<file path="src/rtl/thermal_lut_pkg.sv">
// Package: shared types for the temperature lookup controller.
// Assumes: nothing beyond standard SystemVerilog.
package thermal_lut_pkg;

    // Output shaping controls captured with each sample.
    typedef struct packed {
        logic enable;
        logic invert;
    } shape_cfg_t;

endpackage

</file>
<file path="src/rtl/temp_index_calc.sv">
// Module: temp_index_calc
// Maps a signed 8.8 temperature onto a table row: floor((T - T_LOW) / 2^STEP_LOG2),
// clamped to [0, N_ENTRY-1]. Purely combinational.
// Assumes: T_LOW is a whole number of degrees; the temperature word has 8 fraction bits.
module temp_index_calc #(
    parameter int T_LOW     = -40,
    parameter int STEP_LOG2 = 1,
    parameter int N_ENTRY   = 72,
    parameter int IDX_W     = 8,
    parameter int TEMP_W    = 16,
    parameter int FRAC_W    = 8
) (
    input  logic [TEMP_W-1:0] temp,
    output logic [IDX_W-1:0]  idx
);
    localparam int OFS_W = TEMP_W + 2;
    localparam int SHIFT = FRAC_W + STEP_LOG2;
    localparam logic signed [OFS_W-1:0] LOW_FIX = OFS_W'(T_LOW * (2 ** FRAC_W));
    localparam logic [OFS_W-1:0] LAST_ROW = OFS_W'(N_ENTRY - 1);

    logic signed [OFS_W-1:0] offs;
    logic        [OFS_W-1:0] steps;

    // Offset the reading to the window base and convert to whole steps.
    always_comb begin
        offs  = $signed({{2{temp[TEMP_W-1]}}, temp}) - LOW_FIX;
        steps = offs >>> SHIFT;
    end

    // Clamp below the window to row 0 and above it to the last row.
    always_comb begin
        if (offs < 0)
            idx = '0;
        else if (steps > LAST_ROW)
            idx = IDX_W'(N_ENTRY - 1);
        else
            idx = steps[IDX_W-1:0];
    end
endmodule

</file>
<file path="src/rtl/lut_bank.sv">
// Module: lut_bank
// Register table of N_ENTRY codes of DAC_W bits, loaded two bytes per row
// (even address = upper bits, odd address = lower 8 bits), read combinationally.
// Assumes: 9 <= DAC_W <= 16 and 2*N_ENTRY fits in ADDR_W bits.
module lut_bank #(
    parameter int N_ENTRY = 72,
    parameter int DAC_W   = 10,
    parameter int ADDR_W  = 8,
    parameter int IDX_W   = 8
) (
    input  logic              clk,
    input  logic              rst_n,
    input  logic              wr_en,
    input  logic [ADDR_W-1:0] wr_addr,
    input  logic [7:0]        wr_data,
    input  logic [IDX_W-1:0]  rd_idx,
    output logic [DAC_W-1:0]  rd_code
);
    localparam int HI_W  = DAC_W - 8;
    localparam int SEL_W = $clog2(N_ENTRY);
    localparam logic [ADDR_W-1:0] ADDR_LIM = ADDR_W'(2 * N_ENTRY);

    logic [N_ENTRY-1:0][DAC_W-1:0] mem;

    generate
        for (genvar g = 0; g < N_ENTRY; g++) begin : g_row
            // Store one row, upper and lower parts written separately.
            always_ff @(posedge clk) begin
                if (!rst_n) begin
                    mem[g] <= '0;
                end else if (wr_en && wr_addr == ADDR_W'(2 * g)) begin
                    mem[g][DAC_W-1:8] <= wr_data[HI_W-1:0];
                end else if (wr_en && wr_addr == ADDR_W'(2 * g + 1)) begin
                    mem[g][7:0] <= wr_data;
                end
            end
        end
    endgenerate

    // Read the addressed row; indices past the table read zero.
    always_comb begin
        if (rd_idx < IDX_W'(N_ENTRY))
            rd_code = mem[rd_idx[SEL_W-1:0]];
        else
            rd_code = '0;
    end

    logic [SEL_W-1:0] wr_row;
    assign wr_row = wr_addr[SEL_W:1];

    p_ignore_high_addr_r6: assert property (@(posedge clk) disable iff (!rst_n)
        (wr_en && wr_addr >= ADDR_LIM) |=> $stable(mem));

    p_low_byte_r5: assert property (@(posedge clk) disable iff (!rst_n)
        (wr_en && wr_addr[0] && wr_addr < ADDR_LIM)
        |=> mem[$past(wr_row)][7:0] == $past(wr_data));
endmodule

</file>
<file path="src/rtl/dac_shaper.sv">
// Module: dac_shaper
// Applies the enable gate and optional bitwise inversion to a table code.
// Assumes: disable wins over inversion.
module dac_shaper
    import thermal_lut_pkg::*;
#(
    parameter int DAC_W = 10
) (
    input  logic [DAC_W-1:0] code_in,
    input  shape_cfg_t       cfg,
    output logic [DAC_W-1:0] code_out
);
    // Gate first, then choose polarity.
    always_comb begin
        if (!cfg.enable)
            code_out = '0;
        else if (cfg.invert)
            code_out = ~code_in;
        else
            code_out = code_in;
    end
endmodule

</file>
<file path="src/rtl/thermal_lut_dac.sv">
// Module: thermal_lut_dac
// Top of the temperature-indexed lookup controller. On each sample strobe it
// registers the computed row index and the shaped code of that row.
// Assumes: synchronous active-low reset; table writes and strobes may coincide,
// in which case the lookup sees the pre-write row.
module thermal_lut_dac
    import thermal_lut_pkg::*;
#(
    parameter int N_ENTRY   = 72,
    parameter int DAC_W     = 10,
    parameter int T_LOW     = -40,
    parameter int STEP_LOG2 = 1,
    parameter int IDX_W     = 8,
    parameter int ADDR_W    = 8,
    parameter int TEMP_W    = 16
) (
    input  logic              clk,
    input  logic              rst_n,
    input  logic              temp_valid,
    input  logic [TEMP_W-1:0] temp_sample,
    input  logic              wr_en,
    input  logic [ADDR_W-1:0] wr_addr,
    input  logic [7:0]        wr_data,
    input  logic              chan_en,
    input  logic              invert,
    output logic [IDX_W-1:0]  index_q,
    output logic [DAC_W-1:0]  dac_code
);
    localparam logic [IDX_W-1:0] LAST_IDX = IDX_W'(N_ENTRY - 1);

    logic [IDX_W-1:0] idx_next;
    logic [DAC_W-1:0] row_code;
    logic [DAC_W-1:0] shaped;
    shape_cfg_t       cfg;

    assign cfg = '{enable: chan_en, invert: invert};

    temp_index_calc #(
        .T_LOW(T_LOW), .STEP_LOG2(STEP_LOG2), .N_ENTRY(N_ENTRY),
        .IDX_W(IDX_W), .TEMP_W(TEMP_W), .FRAC_W(8)
    ) u_index (
        .temp(temp_sample),
        .idx (idx_next)
    );

    lut_bank #(
        .N_ENTRY(N_ENTRY), .DAC_W(DAC_W), .ADDR_W(ADDR_W), .IDX_W(IDX_W)
    ) u_table (
        .clk    (clk),
        .rst_n  (rst_n),
        .wr_en  (wr_en),
        .wr_addr(wr_addr),
        .wr_data(wr_data),
        .rd_idx (idx_next),
        .rd_code(row_code)
    );

    dac_shaper #(.DAC_W(DAC_W)) u_shape (
        .code_in (row_code),
        .cfg     (cfg),
        .code_out(shaped)
    );

    // Capture index and output code on each sample strobe; hold otherwise.
    always_ff @(posedge clk) begin
        if (!rst_n) begin
            index_q  <= '0;
            dac_code <= '0;
        end else if (temp_valid) begin
            index_q  <= idx_next;
            dac_code <= shaped;
        end
    end

    p_idx_in_range_r4: assert property (@(posedge clk) disable iff (!rst_n)
        index_q <= LAST_IDX);

    p_hold_between_r7: assert property (@(posedge clk) disable iff (!rst_n)
        !$past(temp_valid) |-> ($stable(dac_code) && $stable(index_q)));

    p_disabled_zero_r9: assert property (@(posedge clk) disable iff (!rst_n)
        ($past(temp_valid) && !$past(chan_en)) |-> dac_code == '0);

    p_clamp_low_r3: assert property (@(posedge clk) disable iff (!rst_n)
        ($past(temp_valid) && $signed($past(temp_sample[TEMP_W-1:8])) < $signed(8'(T_LOW)))
        |-> index_q == '0);
endmodule

</file>
<file path="config.mk">
export PLATFORM = sky130hd
export DESIGN_NAME = thermal_lut_dac
export DESIGN_NICKNAME = d
export VERILOG_FILES = /design/src/rtl/thermal_lut_pkg.sv /design/src/rtl/temp_index_calc.sv /design/src/rtl/lut_bank.sv /design/src/rtl/dac_shaper.sv /design/src/rtl/thermal_lut_dac.sv
export SDC_FILE = /design/constraint.sdc
export NUM_CORES = 2
export LEC_CHECK = 0
export BUFFER_PORTS_ARGS = -buffer_cell sky130_fd_sc_hd__buf_2
export CORE_MARGIN = 2
export CORE_UTILIZATION = 25
export DETAILED_ROUTE_END_ITERATION = 16
export PLACE_DENSITY = 0.44
export SYNTH_ARGS = -nofsm -noshare
export SYNTH_HDL_FRONTEND = slang
export SYNTH_HIERARCHICAL = 1
export SYNTH_SLANG_ARGS = --single-unit
export TNS_END_PERCENT = 100
</file>
<file path="constraint.sdc">
create_clock -name clk -period 3.64 [get_ports clk]
set_clock_uncertainty 0.15 [all_clocks]
set_input_delay 0.182 -clock clk [delete_from_list [all_inputs] [get_ports clk]]
set_output_delay 0.182 -clock clk [all_outputs]
set_load 0.02 [all_outputs]
</file>
==> summary.md <==
| Metric | Value |
|---|---|
| Setup tns final | 0 ns |
| Diodes inserted | 0 |
| Clock Tree Root | clkbuf_16 |
| Setup violators final | 0 |
| Wire length on met1 | 59.6 mm |
| CP Data Arrival Time | 3.94 ns |
| Synth cell count leaders | dfxtp_1 (738), nand2_1 (702), a21boi_0 (458) |
| Largest family of logic cells by synthesized area | compound AO/OA/AOI/OAI gates |
| Period utilisation layout | 96.7% |
| Die Span X | 380 um |
| CTS clk-pin slew, worst paths | 0.06 ns |
| Hold Path Class | primary input to flip-flop |
| H-tree lvl count | 3 |
| Worst slew pin tran | 1.01 ns |
| Synth cell types | 54 |
| Syn_area_per_cell | 9.16 um^2 |
| Area after DPL | 38900 um^2 |
| Initial antenna violation count | 5 |
| Via density | 4.96 |
| Sequential element share of the synthesized area | 41.9% |
| Vias in the first global route | 28300 |
| P per Cell Area | 444 nW/um^2 |
| Starting DRT DRC Count | 2264 |
| Fin worst setup slack | 0.121 ns |
| CTS buffer count | 88 |
| CP endpoint kind | flip-flop |
| Simple-gate area share of the yosys netlist | 16.3% |
| Placed Cells | 5654 |
| Max cap viols | 0 |
| Crit path max fanout | 12 |
| Ys flop type | dfxtp_1 |
| Tot Pwr | 18700 uW |
| Top post-synthesis cells by area | dfxtp_1 (42%), mux4_2 (10%), a21boi_0 (9.7%) |
| Global-route wire length before repair | 188 mm |
| Fill count | 14600 |
| CTS Buffer Depth | 3 |
| Post-synthesis cell area | 35300 um^2 |
| Met2 WL | 56.6 mm |
| Post-Synth XOR/XNOR Area | 0.273% |
| Post-Synth Adder-Cell Area | 0.0709% |
| Peak supply drop | 0.000284 V |
| Post-synth EDFFs | 0 |
| Area leader, netlist | dfxtp_1 |
| Syn_nets | 3892 |
| Global Route Usage Sum | 16.9% |
| Async set or reset register ratio after synthesis | 0% |
| Top sig layer | met5 |
| YS warnings | 6 |
| Clock latency on the worst-skew pair | 0.68 ns |
| Largest net degree at the start of global routing | 109 |
| Minimum clock period | 3.52 ns |
| Crit path required time | 4.06 ns |
| Row count | 137 |
| Dpl ws | -0.968 ns |
| Clock Sinks | 738 |
| Yosys top cell area share | 41.9% |
| Final Max Slew Viols | 0 |
| Initial core utilization | 25.3% |
| PortBufs | 46 |
| Core footprint | 140000 um^2 |
| Remaining antenna violation count | 0 |
| Final wirelength | 126 mm |
| Setup CP Type | primary input to flip-flop |
| Register bit total from synthesis | 738 |
| Final Hold Vio Count | 0 |
| Dpl hpwl | 78.5 mm |
| Outcome | completed |
| DR WL met3 | 6.32 mm |
| TritonRoute pass-1 iters | 5 |
| Type of origin of the critical path | primary input |
| Synth-to-Final Area Change | 19.6% |
| CTS tree | built |
| Die height | 380 um |
| DIE AREA | 144000 um^2 |
| Post-route design area | 42200 um^2 |
| IO Pins | 56 |
| Total Nets Final | 3945 |
| DRC Markers | 0 |
| Via Count | 29000 |
| Global route overflow | 0 |
| Compound-cell area share of the yosys netlist | 19.5% |
| Leakage | 0.0146 uW |
| Layout cells sized above 1 | 17.8% |
| Avg WL per Cell | 21.5 um |
| Max Freq | 0.284 GHz |
| Multiplexer share of the synthesized area | 17.2% |
| Syn Inst Count | 3852 |
| Placer Congestion | 0.799 |
| Non-filler cells in the finished layout | 5844 |
| Worst slew margin | 32.4% |
| Count leader, synth | dfxtp_1 |
-- critical path, cell delays in order --
cell and delay [ns]:
buf_2 0.10, buf_4 0.12, inv_1 0.04, ha_1 0.29, inv_1 0.06, o221a_2 0.34, o32ai_4 0.30, buf_4 0.17
buf_12 0.14, buf_12 0.18, mux4_2 0.57, a22oi_1 0.31, o31ai_1 0.18, nor4_4 0.29, a211oi_1 0.13, xor2_1 0.15
and2_1 0.17, mux2i_1 0.12, nor2b_1 0.06
-- cell type report --
class	instances	area [um^2]	area share (%)
sequential	738	14800	35.0
clock inverter	19	189	0.448
timing repair buffer	342	3120	7.40
inverter	10	37.5	0.0890
tap	1876	2350	5.56
multi-input combinational	2725	19100	45.2
clock buffer	134	2640	6.25
-- metrics by stage --
step | hold WS (ns) | utilization (%)
5_1_grt | 0.0490 | 30.2
6_report | 0.0574 | 30.2
3_5_place_dp | 0.296 | 27.8
4_1_cts | 0.0104 | 30.0
3_3_place_gp | 0.289 | 27.8
2_1_floorplan | 0.160 | -
-- cell families after synthesis --
kind of cell / after synthesis
compound gates: 1033
xor+xnor: 11
fa+ha+maj: 2
buf+inv: 389
flops: 738
mux: 396
other cells: 1
simple gates: 1282
-- flip-flops by register name (all words and copies together), names as in the netlist --
register	cells
dac_code	10
u_table/mem	720
index_q	8
-- where the power goes --
group          leakage, uW  switching [uW]  internal, uW
Clock              0.00140            3660          5180
Sequential         0.00594            15.3          8100
Combinational      0.00722            1070           727
Total               0.0146            4740         14000
-- worst paths after layout --
path | cells past startpoint | endpoint | slack (ns) | start
max | 19 | dac_code[7] | 0.12 | temp_sample[12]
min | 5 | u_table/mem[521] | 0.06 | wr_addr[2]
max reg2reg | 9 | dac_code[7] | 1.11 | u_table/mem[67]
min reg2reg | 2 | u_table/mem[84] | 0.30 | u_table/mem[84]
-- timing repair --
| item | 4_1_cts | 5_1_grt |
|---|---|---|
| setup endpoints to repair | 1 | 10 |
| cloned | 0 | 4 |
| endpoints found under the hold margin | 317 | 0 |
| gates resized for setup | 2 | 17 |
| pin swaps | 1 | 3 |
| setup buffers | 3 | 14 |
| hold buffers | 17 | 0 |
-- placed cells by master, fill, tap and decap left out, types with 11 or more instances in the layout --
| cell type | n |
|---|---|
| dfxtp_1 | 738 |
| buf_2 | 37 |
| mux4_2 | 164 |
| and2_1 | 15 |
| and3_1 | 14 |
| o21ai_0 | 340 |
| clkbuf_1 | 23 |
| buf_12 | 37 |
| nor2b_1 | 154 |
| mux2_2 | 47 |
| clkbuf_8 | 20 |
| o22ai_1 | 26 |
| clkbuf_16 | 95 |
| nor2_1 | 59 |
| nand3_1 | 289 |
| mux2i_1 | 180 |
| nand2_1 | 702 |
| a21boi_1 | 140 |
| a21boi_0 | 458 |
| buf_4 | 239 |
| dlygate4sd3_1 | 17 |
| clkinv_2 | 11 |
-- layer usage --
metal	GRT usage [%]	vias up
li1	-	13700
met3	2.57	147
met5	0	-
met1	23.6	14500
met4	5.09	4
met2	26.7	694
Power figures use the tool's default switching activity.
